[src/rtl/dram_refresh_pkg.sv]
package dram_refresh_pkg;

   typedef enum logic [1:0] {
      CMD_NOP  = 2'd0,
      CMD_PALL = 2'd1,
      CMD_REF  = 2'd2
   } dram_cmd_e;

   typedef enum logic [2:0] {
      ST_IDLE = 3'd0,
      ST_PRE  = 3'd1,
      ST_REF  = 3'd2,
      ST_SELF = 3'd3,
      ST_EXIT = 3'd4
   } rfm_state_e;

endpackage

[src/rtl/rfm_interval_timer.sv]
module rfm_interval_timer #(
   parameter int unsigned INTERVAL = 243
) (
   input  logic clk,
   input  logic rst_n,
   input  logic run_i,
   output logic tick_o
);
   localparam int unsigned W = $clog2(INTERVAL);
   localparam logic [W-1:0] LAST = W'(INTERVAL - 1);

   logic [W-1:0] cnt_q;

   always_ff @(posedge clk or negedge rst_n) begin
      if (!rst_n)             cnt_q <= '0;
      else if (!run_i)        cnt_q <= '0;
      else if (cnt_q == LAST) cnt_q <= '0;
      else                    cnt_q <= cnt_q + 1'b1;
   end

   assign tick_o = run_i && (cnt_q == LAST);
endmodule

[src/rtl/rfm_debt_counter.sv]
module rfm_debt_counter #(
   parameter int unsigned MAX = 8,
   parameter int unsigned W   = $clog2(MAX + 1)
) (
   input  logic         clk,
   input  logic         rst_n,
   input  logic         inc_i,
   input  logic         dec_i,
   input  logic         seed_i,
   output logic [W-1:0] cnt_o
);
   localparam logic [W-1:0] TOP = W'(MAX);

   logic [W-1:0] cnt_q;

   always_ff @(posedge clk or negedge rst_n) begin
      if (!rst_n) cnt_q <= '0;
      else if (seed_i) cnt_q <= W'(1);
      else begin
         case ({inc_i, dec_i})
            2'b10:   if (cnt_q != TOP) cnt_q <= cnt_q + 1'b1;
            2'b01:   if (cnt_q != '0)  cnt_q <= cnt_q - 1'b1;
            default: cnt_q <= cnt_q;
         endcase
      end
   end

   assign cnt_o = cnt_q;
endmodule

[src/rtl/rfm_wait_counter.sv]
module rfm_wait_counter #(
   parameter int unsigned W = 4
) (
   input  logic         clk,
   input  logic         rst_n,
   input  logic         load_i,
   input  logic [W-1:0] load_val_i,
   output logic         done_o
);
   logic [W-1:0] cnt_q;

   always_ff @(posedge clk or negedge rst_n) begin
      if (!rst_n)            cnt_q <= '0;
      else if (load_i)       cnt_q <= load_val_i;
      else if (cnt_q != '0)  cnt_q <= cnt_q - 1'b1;
   end

   assign done_o = (cnt_q == '0);
endmodule

[src/rtl/rfm_burst_tally.sv]
module rfm_burst_tally #(
   parameter int unsigned COUNT = 2048,
   parameter int unsigned W     = $clog2(COUNT + 1)
) (
   input  logic clk,
   input  logic rst_n,
   input  logic load_i,
   input  logic dec_i,
   output logic busy_o
);
   logic [W-1:0] left_q;

   always_ff @(posedge clk or negedge rst_n) begin
      if (!rst_n)                    left_q <= '0;
      else if (load_i)               left_q <= W'(COUNT);
      else if (dec_i && left_q != '0) left_q <= left_q - 1'b1;
   end

   assign busy_o = (left_q != '0);
endmodule

[src/rtl/dram_refresh_mgr.sv]
module dram_refresh_mgr
   import dram_refresh_pkg::*;
#(
   parameter int unsigned REF_INTERVAL = 243,
   parameter int unsigned MAX_POSTPONE = 8,
   parameter int unsigned T_RP         = 3,
   parameter int unsigned T_RFC        = 9,
   parameter int unsigned T_CKE_SU     = 1,
   parameter int unsigned T_XREF       = 9,
   parameter int unsigned BURST_EN     = 0,
   parameter int unsigned BURST_COUNT  = 2048
) (
   input  logic       clk,
   input  logic       rst_n,
   input  logic       bus_gnt_i,
   input  logic       banks_idle_i,
   input  logic       rd_idle_i,
   input  logic       sr_req_i,
   output logic       bus_req_o,
   output logic [1:0] cmd_o,
   output logic       cke_o,
   output logic [2:0] state_o
);
   localparam int unsigned T_EXIT   = T_CKE_SU + T_XREF;
   localparam int unsigned WAIT_A   = (T_RP > T_RFC) ? T_RP : T_RFC;
   localparam int unsigned WAIT_MAX = (WAIT_A > T_EXIT) ? WAIT_A : T_EXIT;
   localparam int unsigned WAIT_W   = $clog2(WAIT_MAX + 1);
   localparam int unsigned DEBT_W   = $clog2(MAX_POSTPONE + 1);

   if (REF_INTERVAL < 2) begin : g_bad_interval
      $error("REF_INTERVAL must be at least 2");
   end
   if (MAX_POSTPONE < 1) begin : g_bad_postpone
      $error("MAX_POSTPONE must be at least 1");
   end
   if (T_RP < 1 || T_RFC < 1 || T_XREF < 1) begin : g_bad_timing
      $error("T_RP, T_RFC and T_XREF must be at least 1");
   end
   if (BURST_EN > 1) begin : g_bad_variant
      $error("BURST_EN must be 0 or 1");
   end
   if (BURST_COUNT < 1) begin : g_bad_burst
      $error("BURST_COUNT must be at least 1");
   end

   rfm_state_e        st_q;
   dram_cmd_e         cmd_q;
   logic              cke_q;
   logic              clean_q;
   logic              tick;
   logic              timer_run;
   logic [DEBT_W-1:0] debt_cnt;
   logic              debt_nz;
   logic              burst_busy;
   logic              entry_ok;
   logic              seed_debt;
   logic              work;
   logic              want;
   logic              ready_banks;
   logic              go;
   logic              issue_pall;
   logic              issue_ref;
   logic              issue_entry;
   logic              wait_done;
   logic              exit_start;
   logic              exit_done;
   logic              wait_load;
   logic [WAIT_W-1:0] wait_val;

   // refresh timing and debt
   assign timer_run = (st_q != ST_SELF) && (st_q != ST_EXIT);

   rfm_interval_timer #(.INTERVAL(REF_INTERVAL)) u_timer (
      .clk    (clk),
      .rst_n  (rst_n),
      .run_i  (timer_run),
      .tick_o (tick)
   );

   rfm_debt_counter #(.MAX(MAX_POSTPONE), .W(DEBT_W)) u_debt (
      .clk    (clk),
      .rst_n  (rst_n),
      .inc_i  (tick),
      .dec_i  (issue_ref && debt_nz),
      .seed_i (seed_debt),
      .cnt_o  (debt_cnt)
   );

   assign debt_nz = (debt_cnt != '0);

   // decision logic
   always_comb begin
      work        = debt_nz || burst_busy;
      want        = work || entry_ok;
      ready_banks = clean_q || banks_idle_i;
      go          = (st_q == ST_IDLE) && bus_gnt_i && want;
      issue_pall  = go && !ready_banks;
      issue_ref   = go && ready_banks && work;
      issue_entry = go && ready_banks && !work;
      bus_req_o   = (st_q == ST_IDLE) ? want : 1'b1;
      exit_start  = (st_q == ST_SELF) && !sr_req_i;
      exit_done   = (st_q == ST_EXIT) && wait_done;
   end

   // variant selection: burst sets around self-refresh or one owed refresh after exit
   if (BURST_EN != 0) begin : g_burst
      logic arm_q;
      logic burst_load;

      assign burst_load = ((st_q == ST_IDLE) && sr_req_i && !arm_q) || exit_done;
      assign entry_ok   = sr_req_i && rd_idle_i && arm_q && !burst_busy;
      assign seed_debt  = 1'b0;

      always_ff @(posedge clk or negedge rst_n) begin
         if (!rst_n)                            arm_q <= 1'b0;
         else if (!sr_req_i)                    arm_q <= 1'b0;
         else if (issue_entry)                  arm_q <= 1'b0;
         else if ((st_q == ST_IDLE) && !arm_q)  arm_q <= 1'b1;
      end

      rfm_burst_tally #(.COUNT(BURST_COUNT)) u_burst (
         .clk    (clk),
         .rst_n  (rst_n),
         .load_i (burst_load),
         .dec_i  (issue_ref && !debt_nz),
         .busy_o (burst_busy)
      );
   end else begin : g_distributed
      assign burst_busy = 1'b0;
      assign entry_ok   = sr_req_i && rd_idle_i;
      assign seed_debt  = exit_done;
   end

   // phase timing
   always_comb begin
      wait_load = issue_pall || issue_ref || exit_start;
      if (issue_pall)      wait_val = WAIT_W'(T_RP - 1);
      else if (issue_ref)  wait_val = WAIT_W'(T_RFC - 1);
      else                 wait_val = WAIT_W'(T_EXIT - 1);
   end

   rfm_wait_counter #(.W(WAIT_W)) u_wait (
      .clk        (clk),
      .rst_n      (rst_n),
      .load_i     (wait_load),
      .load_val_i (wait_val),
      .done_o     (wait_done)
   );

   // state, command and clock enable registers
   always_ff @(posedge clk or negedge rst_n) begin
      if (!rst_n) begin
         st_q    <= ST_IDLE;
         cmd_q   <= CMD_NOP;
         cke_q   <= 1'b1;
         clean_q <= 1'b0;
      end else begin
         cmd_q <= CMD_NOP;
         cke_q <= !(issue_entry || ((st_q == ST_SELF) && sr_req_i));

         if ((st_q == ST_PRE) && wait_done) clean_q <= 1'b1;
         else if (!bus_gnt_i)               clean_q <= 1'b0;

         case (st_q)
            ST_IDLE: begin
               if (issue_pall) begin
                  cmd_q <= CMD_PALL;
                  st_q  <= ST_PRE;
               end else if (issue_ref) begin
                  cmd_q <= CMD_REF;
                  st_q  <= ST_REF;
               end else if (issue_entry) begin
                  cmd_q <= CMD_REF;
                  st_q  <= ST_SELF;
               end
            end
            ST_PRE, ST_REF, ST_EXIT: begin
               if (wait_done) st_q <= ST_IDLE;
            end
            ST_SELF: begin
               if (exit_start) st_q <= ST_EXIT;
            end
            default: st_q <= ST_IDLE;
         endcase
      end
   end

   assign cmd_o   = cmd_q;
   assign cke_o   = cke_q;
   assign state_o = st_q;
endmodule

[config.mk]
export PLATFORM = sky130hd
export DESIGN_NAME = dram_refresh_mgr
export DESIGN_NICKNAME = d
export VERILOG_FILES = /design/src/rtl/dram_refresh_pkg.sv /design/src/rtl/rfm_interval_timer.sv /design/src/rtl/rfm_debt_counter.sv /design/src/rtl/rfm_wait_counter.sv /design/src/rtl/rfm_burst_tally.sv /design/src/rtl/dram_refresh_mgr.sv
export SDC_FILE = /design/constraint.sdc
export NUM_CORES = 1
export LEC_CHECK = 0
export BUFFER_PORTS_ARGS = -buffer_cell sky130_fd_sc_hd__buf_2
export CAP_MARGIN = 20
export CELL_PAD_IN_SITES_DETAIL_PLACEMENT = 0
export CELL_PAD_IN_SITES_GLOBAL_PLACEMENT = 1
export CORE_MARGIN = 8
export CORE_UTILIZATION = 45
export DETAILED_ROUTE_END_ITERATION = 10
export GPL_ROUTABILITY_DRIVEN = 0
export PLACE_DENSITY_LB_ADDON = 0.1
export SLEW_MARGIN = 40
export SYNTH_ARGS = -nofsm -noshare
export SYNTH_HDL_FRONTEND = slang
export SYNTH_SLANG_ARGS = --single-unit
[constraint.sdc]
create_clock -name clk -period 4 [get_ports clk]
set_clock_uncertainty 0.1 [all_clocks]
set_input_delay 0.4 -clock clk [delete_from_list [all_inputs] [get_ports clk]]
set_output_delay 0.4 -clock clk [all_outputs]
set_load 0.02 [all_outputs]
==> results.txt, run 1 <==
The flow ran to the end, and the final reports show no timing, DRC or antenna violations. The initial utilization of the core area, before any placement, comes to 47.0%. The count of unresolved DRC violations after routing came out at 0. The startpoint identified for the worst hold timing path is sr_req_i. The floorplan has 19 rows. The cell chosen for the clock root is clkbuf_4. The number of cells on the worst reg-to-reg path is 9. The setup slack on the worst flop-to-flop path came out at 0.79 ns. In this run, synthesis produced a sequential element count of 23.

The worst-margin pin slew is 0.555 ns. The per-instance average area after synthesis came out at 10.5 sq um. The post-detailed-routing wire length is 2.53 mm. The core outline area is 0.00276 sq mm. The number of buffer cells added on primary ports is 12.

Leaving out fill and tap cells, the most frequent cells in the layout are 22 x dfrtp_1, 18 x nor2_1, 12 x buf_2. TritonCTS built the clock tree. Timing would allow up to 311 MHz. The share of cells above drive strength 1 came out at 19.9%. In this run the static leakage power is 0.000658 uW. The largest fanout of any net on the critical path came out at 8. The boundary pin count came out at 13. The maximum vdd drop came out at 404 uV. Of the synthesized area, sequential elements account for 44.5%. The synthesized cell area came out at 0.00129 sq mm. The post-placement worst setup slack came out at 0.837 ns. The max-slew violation count is 0. Dividing total power by cell area gives a power density of 709 mW/mm^2.

In this run the worst hold path is classified as input pin to register. The setup total negative slack is 0 ns. The worst relative slew slack is 62.7%. In this run the critical register-to-register path is captured at u_debt.cnt_o[3]. Summed over all layers, the global routing overflow is 0. The relative area change from synthesis to final layout came out at 11.3%. The type of the worst setup path is register to register. The setup slack after layout is 0.787 ns. In this run the critical register-to-register path is launched from state_o[0]. The count of placed standard cells including taps is 167.

The path with the worst hold slack has its endpoint at cke_o. The via count of the first global-routing pass was 1016. The post-route core utilization came out at 52.3%. Across every metal layer, demand over resource in global routing totals 11.5%. The count of antenna-violating nets left after detailed routing is 0. The total of max-cap violations is 0.

Subtracting the final worst setup slack from the clock period gives 3.21 ns. The count of antenna diodes in the layout came out at 0. The total of endpoints with negative setup slack in the final report came out at 0. The share of the cycle needed by the critical path after routing is 80.3%.

Using the TritonRoute via totals, the vias-per-cell ratio works out to 5.64. In this run the deepest clock path goes through 2 buffers. Summed over all nets, the half-perimeter wirelength after detailed placement is 1.93 mm. Across all layers, the routed design uses 970 vias. The number of stages on the worst hold path came out at 2.

The post-synth net total came out at 136. The total of warnings raised by yosys is 0. Setup repair after global routing left no endpoint under its margin. The number of hold violations in the final report is 0. The data required time at the worst endpoint came out at 4.15 ns. The count of mapped cells out of synthesis is 123. The floorplan step set the die width to 69.6 um.

The iteration count of the initial detailed-routing pass is 4. The number of levels in the clock H-tree is 1. The maximum number of pins on one net before global-route repair is 24.

The net count reported at finish came out at 155. The TritonCTS buffer count came out at 3. Clock-pin slew was measured on the worst setup and hold paths at 0.13 ns. The first routing iteration left 79 violations. The first global-routing pass estimated 4.68 mm of wire. Gates resized during post-CTS repair numbered 0. In this run, distinct cell masters in the synthesized netlist total 49.

The worst-case hold slack came out at 0.215 ns. The final cell count without fillers came out at 172. The number of antenna violations at the first check in global routing came to 0. The die area came out at 0.00485 sq mm.

STA classifies the critical path startpoint as a register. The worst endpoint data arrival time came out at 3.36 ns. The kind of end point of the critical path is a register.

For the worst-skew pair, the clock arrives at the later sink with an insertion delay of 0.32 ns. The die span in y came out at 69.6 um. The number of clock sinks is 23.

In the final routed layout, each cell accounts on average for 14.7 um. The library cell used most frequently in the layout, excluding fill and tap cells, is dfrtp_1.
==> synth_stat cells (all sizes together) <==
cell type | n | area, sq um
dfrtp | 22 | 551
nor2 | 18 | 67.6
ha | 6 | 75.1
nand2 | 6 | 22.5
nor3 | 5 | 30.0
o21ai | 5 | 25.0
xnor2 | 5 | 43.8
a21oi | 4 | 31.3
inv | 4 | 15.0
xor2 | 4 | 35.0
mux2i | 3 | 42.5
nand3 | 3 | 15.0
a31oi | 2 | 12.5
and2 | 2 | 12.5
and2b | 2 | 15.0
and4 | 2 | 20.0
nand2b | 2 | 20.0
nand3b | 2 | 15.0
nor4 | 2 | 18.8
or3 | 2 | 12.5
or3b | 2 | 20.0
or4b | 2 | 23.8
a211oi | 1 | 7.51
a21boi | 1 | 7.51
a21o | 1 | 7.51
a22o | 1 | 8.76
a32oi | 1 | 8.76
and3 | 1 | 6.26
and4bb | 1 | 12.5
dfstp | 1 | 26.3
fa | 1 | 20.0
nor2b | 1 | 6.26
nor3b | 1 | 7.51
o211ai | 1 | 7.51
o21bai | 1 | 7.51
o22ai | 1 | 6.26
o31a | 1 | 8.76
o32ai | 1 | 8.76
or2 | 1 | 6.26
or4 | 1 | 7.51
==> cells by family after synthesis <==
| kind of cell | Yosys count | synth area share, % |
|---|---|---|
| muxes | 3 | 3.28 |
| xor gates and xnor gates | 9 | 6.09 |
| AOI/OAI and AO/OA | 21 | 11.4 |
| and+or+nand+nor | 56 | 26.2 |
| DFF | 23 | 44.5 |
| adders and majority gates | 7 | 7.34 |
| buffers and inverters | 4 | 1.16 |
==> worst max-delay path, stage by stage, from the launching register on <==
cell and delay, ns:
dfrtp_1 0.49, or4b_4 0.57, or3_1 0.42, nor2_1 0.24, ha_1 0.28, a21o_1 0.21
a21oi_4 0.19, nand2b_4 0.06, or4_1 0.41, a31oi_1 0.17
==> per-layer routing <==
layer  part of all wire, %  vias to the layer above  global-route usage, %
met5                     0                        -                      0
met2                    44                       26                   17.0
li1                      -                      474                      -
met1                    46                      462                   14.1
met4                   2.8                        0                   6.70
met3                   6.4                        8                   3.72
==> report_power, final <==
group	total, uW	internal (uW)	leakage [uW]	switching, uW
combinational	482	221	0.000353	261
clock	112	38.2	0.0000139	73.7
sequential	427	323	0.000292	104
==> how the worst max path moves through the flow <==
| stage | from | endpoint | slack [ns] | cells after the start |
|---|---|---|---|---|
| 3_5_place_dp | state_o[0] | u_debt.cnt_o[3] | 0.84 | 9 |
| 4_1_cts | state_o[0] | u_debt.cnt_o[3] | 0.80 | 9 |
| 3_3_place_gp | state_o[1] | u_debt.cnt_o[3] | 0.91 | 9 |
| 6_report | state_o[0] | u_debt.cnt_o[3] | 0.79 | 9 |
| 5_1_grt | state_o[0] | u_debt.cnt_o[3] | 0.58 | 9 |
| 2_1_floorplan | state_o[1] | u_debt.cnt_o[3] | 0.92 | 9 |
==> stage by stage <==
stage | cell area [sq um] | power (uW)
floorplan | 1290 | 787
global placement | 1400 | 902
detailed placement | 1400 | 914
CTS | 1440 | 1040
global route | 1440 | 1130
finish | 1440 | 1020
==> layout make-up <==
cell class	count	area [sq um]
Clock buffer	3	22.5
Tap cell	31	38.8
Multi-Input combinational cell	96	703
Inverter	4	15.0
Fill cell	260	1320
Sequential cell	23	577
Timing Repair Buffer	14	77.6
Clock inverter	1	7.51
==> state kept, by name, indices dropped and copies added (netlist names) <==
register       count
u_debt.cnt_o       4
clean_q            1
u_timer.cnt_q      8
u_wait.cnt_q       4
cmd_o              2
state_o            3
cke_o              1
==> what timing repair did <==
action,CTS,global route
hold buffers,1,0
buffers inserted,0,0
hold endpoints to repair,22,0
Note: power is estimated with default switching activity, not from simulation.
==> run 2: changes to the inputs <==
--- a/config.mk
+++ b/config.mk
@@ -5,12 +5,13 @@
 export SDC_FILE = /design/constraint.sdc
 export NUM_CORES = 1
 export LEC_CHECK = 0
+export ABC_AREA = 1
 export BUFFER_PORTS_ARGS = -buffer_cell sky130_fd_sc_hd__buf_2
 export CAP_MARGIN = 20
 export CELL_PAD_IN_SITES_DETAIL_PLACEMENT = 0
 export CELL_PAD_IN_SITES_GLOBAL_PLACEMENT = 1
 export CORE_MARGIN = 8
-export CORE_UTILIZATION = 45
+export CORE_UTILIZATION = 40
 export DETAILED_ROUTE_END_ITERATION = 10
 export GPL_ROUTABILITY_DRIVEN = 0
 export PLACE_DENSITY_LB_ADDON = 0.1
==> constraint.sdc (replaced) <==
create_clock -name clk -period 2.7 [get_ports clk]
set_clock_uncertainty 0.1 [all_clocks]
set_input_delay 0.27 -clock clk [delete_from_list [all_inputs] [get_ports clk]]
set_output_delay 0.27 -clock clk [all_outputs]
set_load 0.02 [all_outputs]
==> run 2 against run 1 <==
Against the previous run:
- sequential cell count did not move
- sequential share of layout area fell by 4.1 points
- register-to-register slack got worse by 0.34 ns
- via count rose by 13%
- final cell count rose by 35%
- sequential power rose by 38%
- highest routed layer unchanged
- clock-buffer cell count rose by 1
- first-iteration DRC count fell by 56%
- combinational power rose by 63%
- hold slack got worse by 0.067 ns
==> results.txt, run 2 <==
The kind of end point of the critical path is a register. The max-slew violation count was 0. The number of antenna violations at the first check in global routing came out at 0. STA puts the critical path data arrival time at 2.37 ns. u_timer.cnt_q holds more flip-flops than any other register. The number of flip-flops under the largest register name came out at 8. The area share of the largest cell type after synthesis is 38.0%.

The fraction of registers with async set or reset after synthesis came out at 100%. The chip width came out at 76.2 um. In the synthesized netlist the dominant register cell turns out to be dfrtp_1. The iteration count of the initial detailed-routing pass is 4. The library cells used most frequently in the layout, excluding fill and tap cells, are 31 x nand2_1, 24 x inv_1, 22 x dfrtp_1. The buffering stage count on the worst path with inverters included is 2. The maximum vdd drop is 401 uV. The relative area change from synthesis to final layout is 10.8%. The setup total negative slack came out at 0 ns.

The wire length of the first global-routing pass is 5.00 mm. The count of antenna-violating nets left after detailed routing came out at 0. The synthesized cell area is 0.00145 sq mm. Combinational logic burns 51.2% of the power.

The fraction of power consumed by the clock network is 10.3%. The net switching power is 720 uW. The worst-margin pin slew is 0.517 ns. The post-cts resize count is 0. The via count of the first global-routing pass came to 1080. The overall global routing resource usage came out at 10.2%.

The number of levels in the clock H-tree came out at 1. Setup repair after global routing left no endpoint under its margin. The biggest area contributor in the post-synthesis netlist is dfrtp_1.

The clock latency reported for the late side of the worst-skew pair is 0.30 ns. The worst path uses 83.5% of the clock period. The TritonCTS buffer count is 3. The cell family contributing the most delay on the critical path is simple AND/OR/NAND/NOR gates. The largest single stage delay on the critical path is 0.44 ns. For the worst setup path, the data required time is 2.81 ns. Entering global routing, the biggest net connects 24 pins.

The shortest period the worst path allows is 2.25 ns. The sequential group share of total power is 38.5%. The slowest stage of the critical path is the dfrtp_1 cell. In the synthesized netlist, the cells that appear most often are 31 x nand2_1, 24 x inv_1, 22 x dfrtp_1, 13 x nand3_1, 10 x nor2_1. The largest fanout of any net on the critical path is 5.

The die span in y is 76.2 um. The worst-case clock buffer depth came out at 2. Buffers placed on the I/O ports in this run total 12.

The first-iteration detailed-routing DRC count came out at 35. The internal power component is 816 uW. The count of different cell masters after synthesis came out at 33. The path type of the worst min-delay path is input pin to register. The cell sitting at the root of the clock tree is a clkbuf_4.

The per-instance average area after synthesis is 8.67 sq um. The site row count is 22. The worst relative slew slack is 65.6%. The net count reported at finish came out at 198. The post-synth net total is 180. The count of unresolved DRC violations after routing is 0. Clock tree synthesis found a total of 23 sinks. The detailed placer's ending HPWL came out at 2.22 mm. The total of endpoints with negative setup slack in the final report came out at 0. nand2_1 is the most common cell in the netlist.

The share of cells above drive strength 1 is 23.4%. The cell that appears most often on the critical path is nand2_1. The effective utilization at floorplan is 40.5%. The sequential-to-total area share from yosys stat came out at 39.8%.

Walking the worst path, the cells encountered are inv_2, nand2_2, nor2_8, nand4_2, nor2_2, ha_1, a21oi_1, nand3_1, nand2_1, inv_1, nand2_1, nand2_1, nand2_1, nand2_1. In this run the static leakage power is 0.000870 uW. The core outline area came out at 0.00358 sq mm. The clock transition at the registers of the reported paths is 0.13 ns.

The overall overflow remaining after global route came out at 0. The proportion of total power due to net switching is 46.9%. The type of the worst setup path is register to register. Using the TritonRoute via totals, the vias-per-cell ratio works out to 4.72. The total of warnings raised by yosys is 0.

The number of hold violations in the final report is 0. The count of antenna diodes in the layout came out at 0. The total of flip-flops plus latches after synthesis is 23. The maximum clock rate came out at 444 MHz.

The die area is 0.00580 sq mm. The number of inserted filler cells in the final layout came out at 365. The commonest non-fill, non-tap cell in the layout is nand2_1.

The average detailed-routed wire length per instance came out at 11.9 um. The power density over cell area is 958 mW/mm^2. The kind of start point of the critical path is a register.

The count of mapped cells out of synthesis came out at 167. The run finished with clean final reports. The tool flagged a number of max-cap violations equal to 0.

TritonCTS built the clock tree. The routed design has 2.76 mm of wire. Yosys attributes the largest share of cell area to dfrtp_1 38%, nand2_1 8.0%, inv_1 6.2%. The number of enable flip-flop cells after synthesis came out at 0. The worst-case hold slack came out at 0.147 ns. The via count is 1094.

The boundary pin count is 13.
## run 2: worst paths after layout
path | start | to | slack (ns) | cells past startpoint
worst min-delay path | sr_req_i | cke_o | 0.15 | 4
max in group asynchronous | rst_n | cke_o | 1.78 | 2
worst max register to register | state_o[2] | u_debt.cnt_o[3] | 0.45 | 14
worst min register to register | u_timer.cnt_q[0] | u_timer.cnt_q[0] | 0.43 | 1
min in group asynchronous | rst_n | u_timer.cnt_q[7] | 0.35 | 2
worst max-delay path | state_o[2] | u_debt.cnt_o[3] | 0.45 | 14
## run 2: power by group through the flow
stage          combinational [uW]  sequential, uW  clock, uW
2_1_floorplan                 600             611          0
3_3_place_gp                  796             594          0
3_5_place_dp                  799             599          0
4_1_cts                       805             591        173
5_1_grt                       906             611        189
6_report                      787             591        158
## run 2: tightest hold or removal path: cells and delay by family
family | cells | cell delay (ns)
buffers and inverters | 2 | 0.14
AND/OR/NAND/NOR | 1 | 0.08
AO/OA/AOI/OAI | 1 | 0.08
## run 2: cell families (layout without fill, tap and decap cells)
kind of cell    Yosys count  in the layout  share of synthesized area, %
buf+inv                  27             44                          7.00
compound gates           16             16                          7.09
xor+xnor                  4              4                          2.42
fa+ha+maj                 7              7                          6.57
flops                    23             23                          39.8
simple gates             90             90                          37.1
## run 2: area by class of cell
type | count | area, sq um | area share, %
Timing Repair Buffer | 13 | 70.1 | 4.37
Clock buffer | 4 | 26.3 | 1.64
Multi-Input combinational cell | 117 | 769 | 48.0
Inverter | 27 | 101 | 6.32
Sequential cell | 23 | 577 | 36.0
Tap cell | 48 | 60.1 | 3.74
## run 2: stage by stage
step                cell area, sq um  std cells  setup WS (ns)  total power, uW  util, %
floorplan                       1450        167          0.518             1210        -
global placement                1570        227          0.476             1390     43.8
detailed placement              1570        227          0.436             1400     43.8
CTS                             1600        232          0.410             1570     44.8
global route                    1600        232          0.119             1710     44.8
finish                          1600        232          0.446             1540     44.8
## run 2: timing repair
item,CTS,global route
endpoints found under the hold margin,22,0
hold buffers,1,0
buffers inserted,0,0
## run 2: metal layers
metal / vias up / global-route usage [%] / wire length (um)
met5: - / 0 / 0
met4: 0 / 3.46 / 21
met3: 2 / 2.00 / 63
met2: 10 / 15.3 / 1270
met1: 505 / 14.2 / 1410
li1: 577 / - / -
==> run 3: changes to the inputs <==
==> constraint.sdc (replaced) <==
create_clock -name clk -period 2 [get_ports clk]
set_clock_uncertainty 0.1 [all_clocks]
set_input_delay 0.2 -clock clk [delete_from_list [all_inputs] [get_ports clk]]
set_output_delay 0.2 -clock clk [all_outputs]
set_load 0.02 [all_outputs]
==> run 3 against run 2 <==
Against the previous run:
- the flow now finishes with violations (negative setup slack)
- via count rose by 6.3%
- clock power rose by 42%
- die area did not move
- sequential cell count did not move
- combinational power rose by 74%
- non-clock buffer count rose by 22
- register-to-register slack got worse by 0.46 ns
- maximum frequency rose by 12%
- first-iteration DRC count rose by 5.7%
- critical endpoint is now u_debt.cnt_o[2]
- largest cell class unchanged
- largest power group unchanged
==> results.txt, run 3 (synthesis results as in run 2) <==
The checks that failed: negative setup slack. The via count of the first global-routing pass came to 1182. Setup repair after global routing could not meet its margin everywhere. The top cell types in the final layout, fill and taps aside, are 31 x nand2_1, 22 x inv_1, 22 x buf_4. The ratio of routed vias to standard cells is 4.58.

The max-slew violation count came out at 0. The setup slack on the worst flop-to-flop path is -0.01 ns. Counting the buffers created by CTS gives 3. The final cell count without fillers is 254. The register with the most flip-flops in the final layout is u_timer.cnt_q.

The worst hold path terminates at cke_o. Setup violations remaining at the end of the flow were counted as 2. STA puts the critical path data required time at 2.13 ns. Including well taps, the total number of placed cells is 243.

The total of max-cap violations is 0. The flow ran to the end, but the final reports show violations. The net count reported at finish is 220. The share of cells above drive strength 1 is 37.4%. The post-placement worst setup slack is -0.0587 ns. The worst-margin pin slew came out at 0.536 ns. The shortest period the worst path allows is 2.01 ns.

The number of antenna violations at the first check in global routing is 0. The die area came out at 0.00580 sq mm. The multi-input combinational cells in the finished layout cover a total of 827 sq um. No sink is reached through more buffers than the 2 on the longest clock path.

Pin placement for this block handled 13 I/O pins. The signal on the critical path passes through inv_1, ha_2, nand3_4, nor2_8, nand2_4, inv_2, nor2_4, buf_4, buf_4, fa_2, xor2_1, nand2_1, nand2_1. The leakage power of the design is 0.000972 uW. The count of antenna-violating nets left after detailed routing is 0. In this run the power density over the cells is 1280 mW/mm^2. The overall overflow remaining after global route came out at 0.

The relative area change from synthesis to final layout came out at 26.5%. The combined flip-flop and latch cell area is 581 sq um. TritonCTS built the clock tree.

The critical path in this run is classified as register to register. In the finished design, the share of the clock period the worst path needs comes to 101%. The wire length of the first global-routing pass is 5.30 mm. Before antenna repair, the detailed router went through 4 iterations. The via count came out at 1163.

The path class of the tightest hold or removal check is input pin to register. Of the total power, registers draw 32.1%. STA classifies the critical path endpoint as a register. The endpoint of the worst register-to-register path is u_debt.cnt_o[2].

Of the total power, combinational logic draws 58.3%. The die span in y is 76.2 um. The repair_antennas step left the layout with diodes totalling 0.

Net switching is 45.0% of the power. The longest individual stage delay on the worst path is 0.40 ns. The number of levels in the clock H-tree is 1. The fraction of power consumed by the clock network is 9.6%. For this run, design rule violations remaining after detail routing come to 0. Measured against its own limit, the worst slew margin works out to 64.3%. The largest fanout of any net on the critical path came out at 3.

The worst register-to-register path begins at u_timer.cnt_q[0]. The worst hold path was traced through 4 stages. The number of buffer cells added on primary ports came out at 12. The worst endpoint data arrival time came out at 2.14 ns.

The setup slack after layout came out at -0.0117 ns. The number of cell instances on the worst register-to-register path is 13. The beginning of the worst hold path is sr_req_i. Row generation in the floorplan step produced 22 rows. The maximum clock rate came out at 497 MHz. The internal power component came out at 1290 uW. The cell chosen for the clock root is clkbuf_4.

The maximum number of pins on one net before global-route repair came out at 24. Leaving out fill and tap cells, the most frequent cell in the layout is nand2_1. The effective utilization at floorplan is 40.5%. The kind of start point of the critical path is a register. Clock-pin slew was measured on the worst setup and hold paths at 0.14 ns. The number of hold violations in the final report is 0. The detailed placer's ending HPWL is 2.30 mm.

The worst-case IR drop observed on VDD is 571 uV. The number of flip-flops under the largest register name came out at 8. For this block, the routed nets add up to 2.90 mm of wire. The first-iteration detailed-routing DRC count came out at 37.

The average detailed-routed wire length per instance is 11.4 um. The overall global routing resource usage is 10.7%. The number of inserted filler cells in the final layout came out at 351. The number of clock sinks is 23.

The core outline area came out at 0.00358 sq mm. The clock latency reported for the late side of the worst-skew pair came out at 0.31 ns. The chip width is 76.2 um. Among all stages on the critical path, the largest delay is contributed by dfrtp_1. The net switching power is 1050 uW.
-- run 3: cell types whose count changed in the layout (fill, tap and decap cells not counted), moves of 2 or more --
cell and delta:
buf_4 +22, dfrtp_1 -3, dfrtp_2 +3, ha_1 -2, inv_1 -2, inv_2 +2
-- run 3: worst max path at each step --
stage / start / end / slack (ns) / cells past startpoint
2_1_floorplan: state_o[0] / u_debt.cnt_o[3] / -0.07 / 14
3_3_place_gp: u_timer.cnt_q[0] / u_debt.cnt_o[2] / 0.004 / 12
3_5_place_dp: u_timer.cnt_q[0] / u_debt.cnt_o[3] / -0.06 / 17
4_1_cts: state_o[1] / u_debt.cnt_o[3] / -0.006 / 14
5_1_grt: state_o[0] / u_debt.cnt_o[3] / -0.18 / 14
6_report: u_timer.cnt_q[0] / u_debt.cnt_o[2] / -0.01 / 13
-- run 3: timing repair --
item | 4_1_cts | 5_1_grt
endpoints found under the setup margin | 2 | 2
pin swaps | 8 | 3
resized for setup | 5 | 2
hold endpoints to repair | 22 | 0
hold buffers | 1 | 0
gates cloned | 0 | 0
setup buffers | 3 | 3
-- run 3: power by group through the flow --
stage	clock network (uW)	registers (uW)	logic, uW
after floorplan	0	833	840
after global placement	0	756	1310
after detailed placement	0	766	1320
after CTS	237	754	1360
after global routing	250	778	1550
final	225	751	1370
-- run 3: final cells by class --
cell class	instances	share of cell area [%]
multi-input combinational	117	45.2
sequential	23	31.7
inverter	27	5.53
clock buffer	3	1.23
tap	48	3.28
clock inverter	1	0.273
timing repair buffer	35	12.8
-- run 3: critical path, delay by kind of cell (launching register included) --
family | cells | cell delay [ns]
adder cells (fa/ha/maj) | 2 | 0.50
flip-flops | 1 | 0.40
AND/OR/NAND/NOR | 6 | 0.38
buffers and inverters | 4 | 0.37
XOR/XNOR | 1 | 0.16
-- run 3: through the flow --
step                      power [uW]  TNS [ns]  instance area, sq um  hold WS (ns)  utilization (%)
after CTS                       2350  -0.00563                  1800        0.0623             50.3
after global placement          2070         0                  1720         0.106             48.2
after floorplan                 1670   -0.0677                  1480        -0.196                -
after detailed placement        2080   -0.0637                  1720         0.115             48.2
after global routing            2580    -0.445                  1830        0.0986             51.2
final                           2340   -0.0145                  1830        0.0847             51.2
-- run 3: metal layers --
metal / track usage (%) / up-vias / wire (um)
li1: - / 623 / -
met1: 13.9 / 521 / 1450
met4: 3.46 / 0 / 40
met5: 0 / - / 0
met2: 17.3 / 15 / 1330
met3: 1.89 / 4 / 77
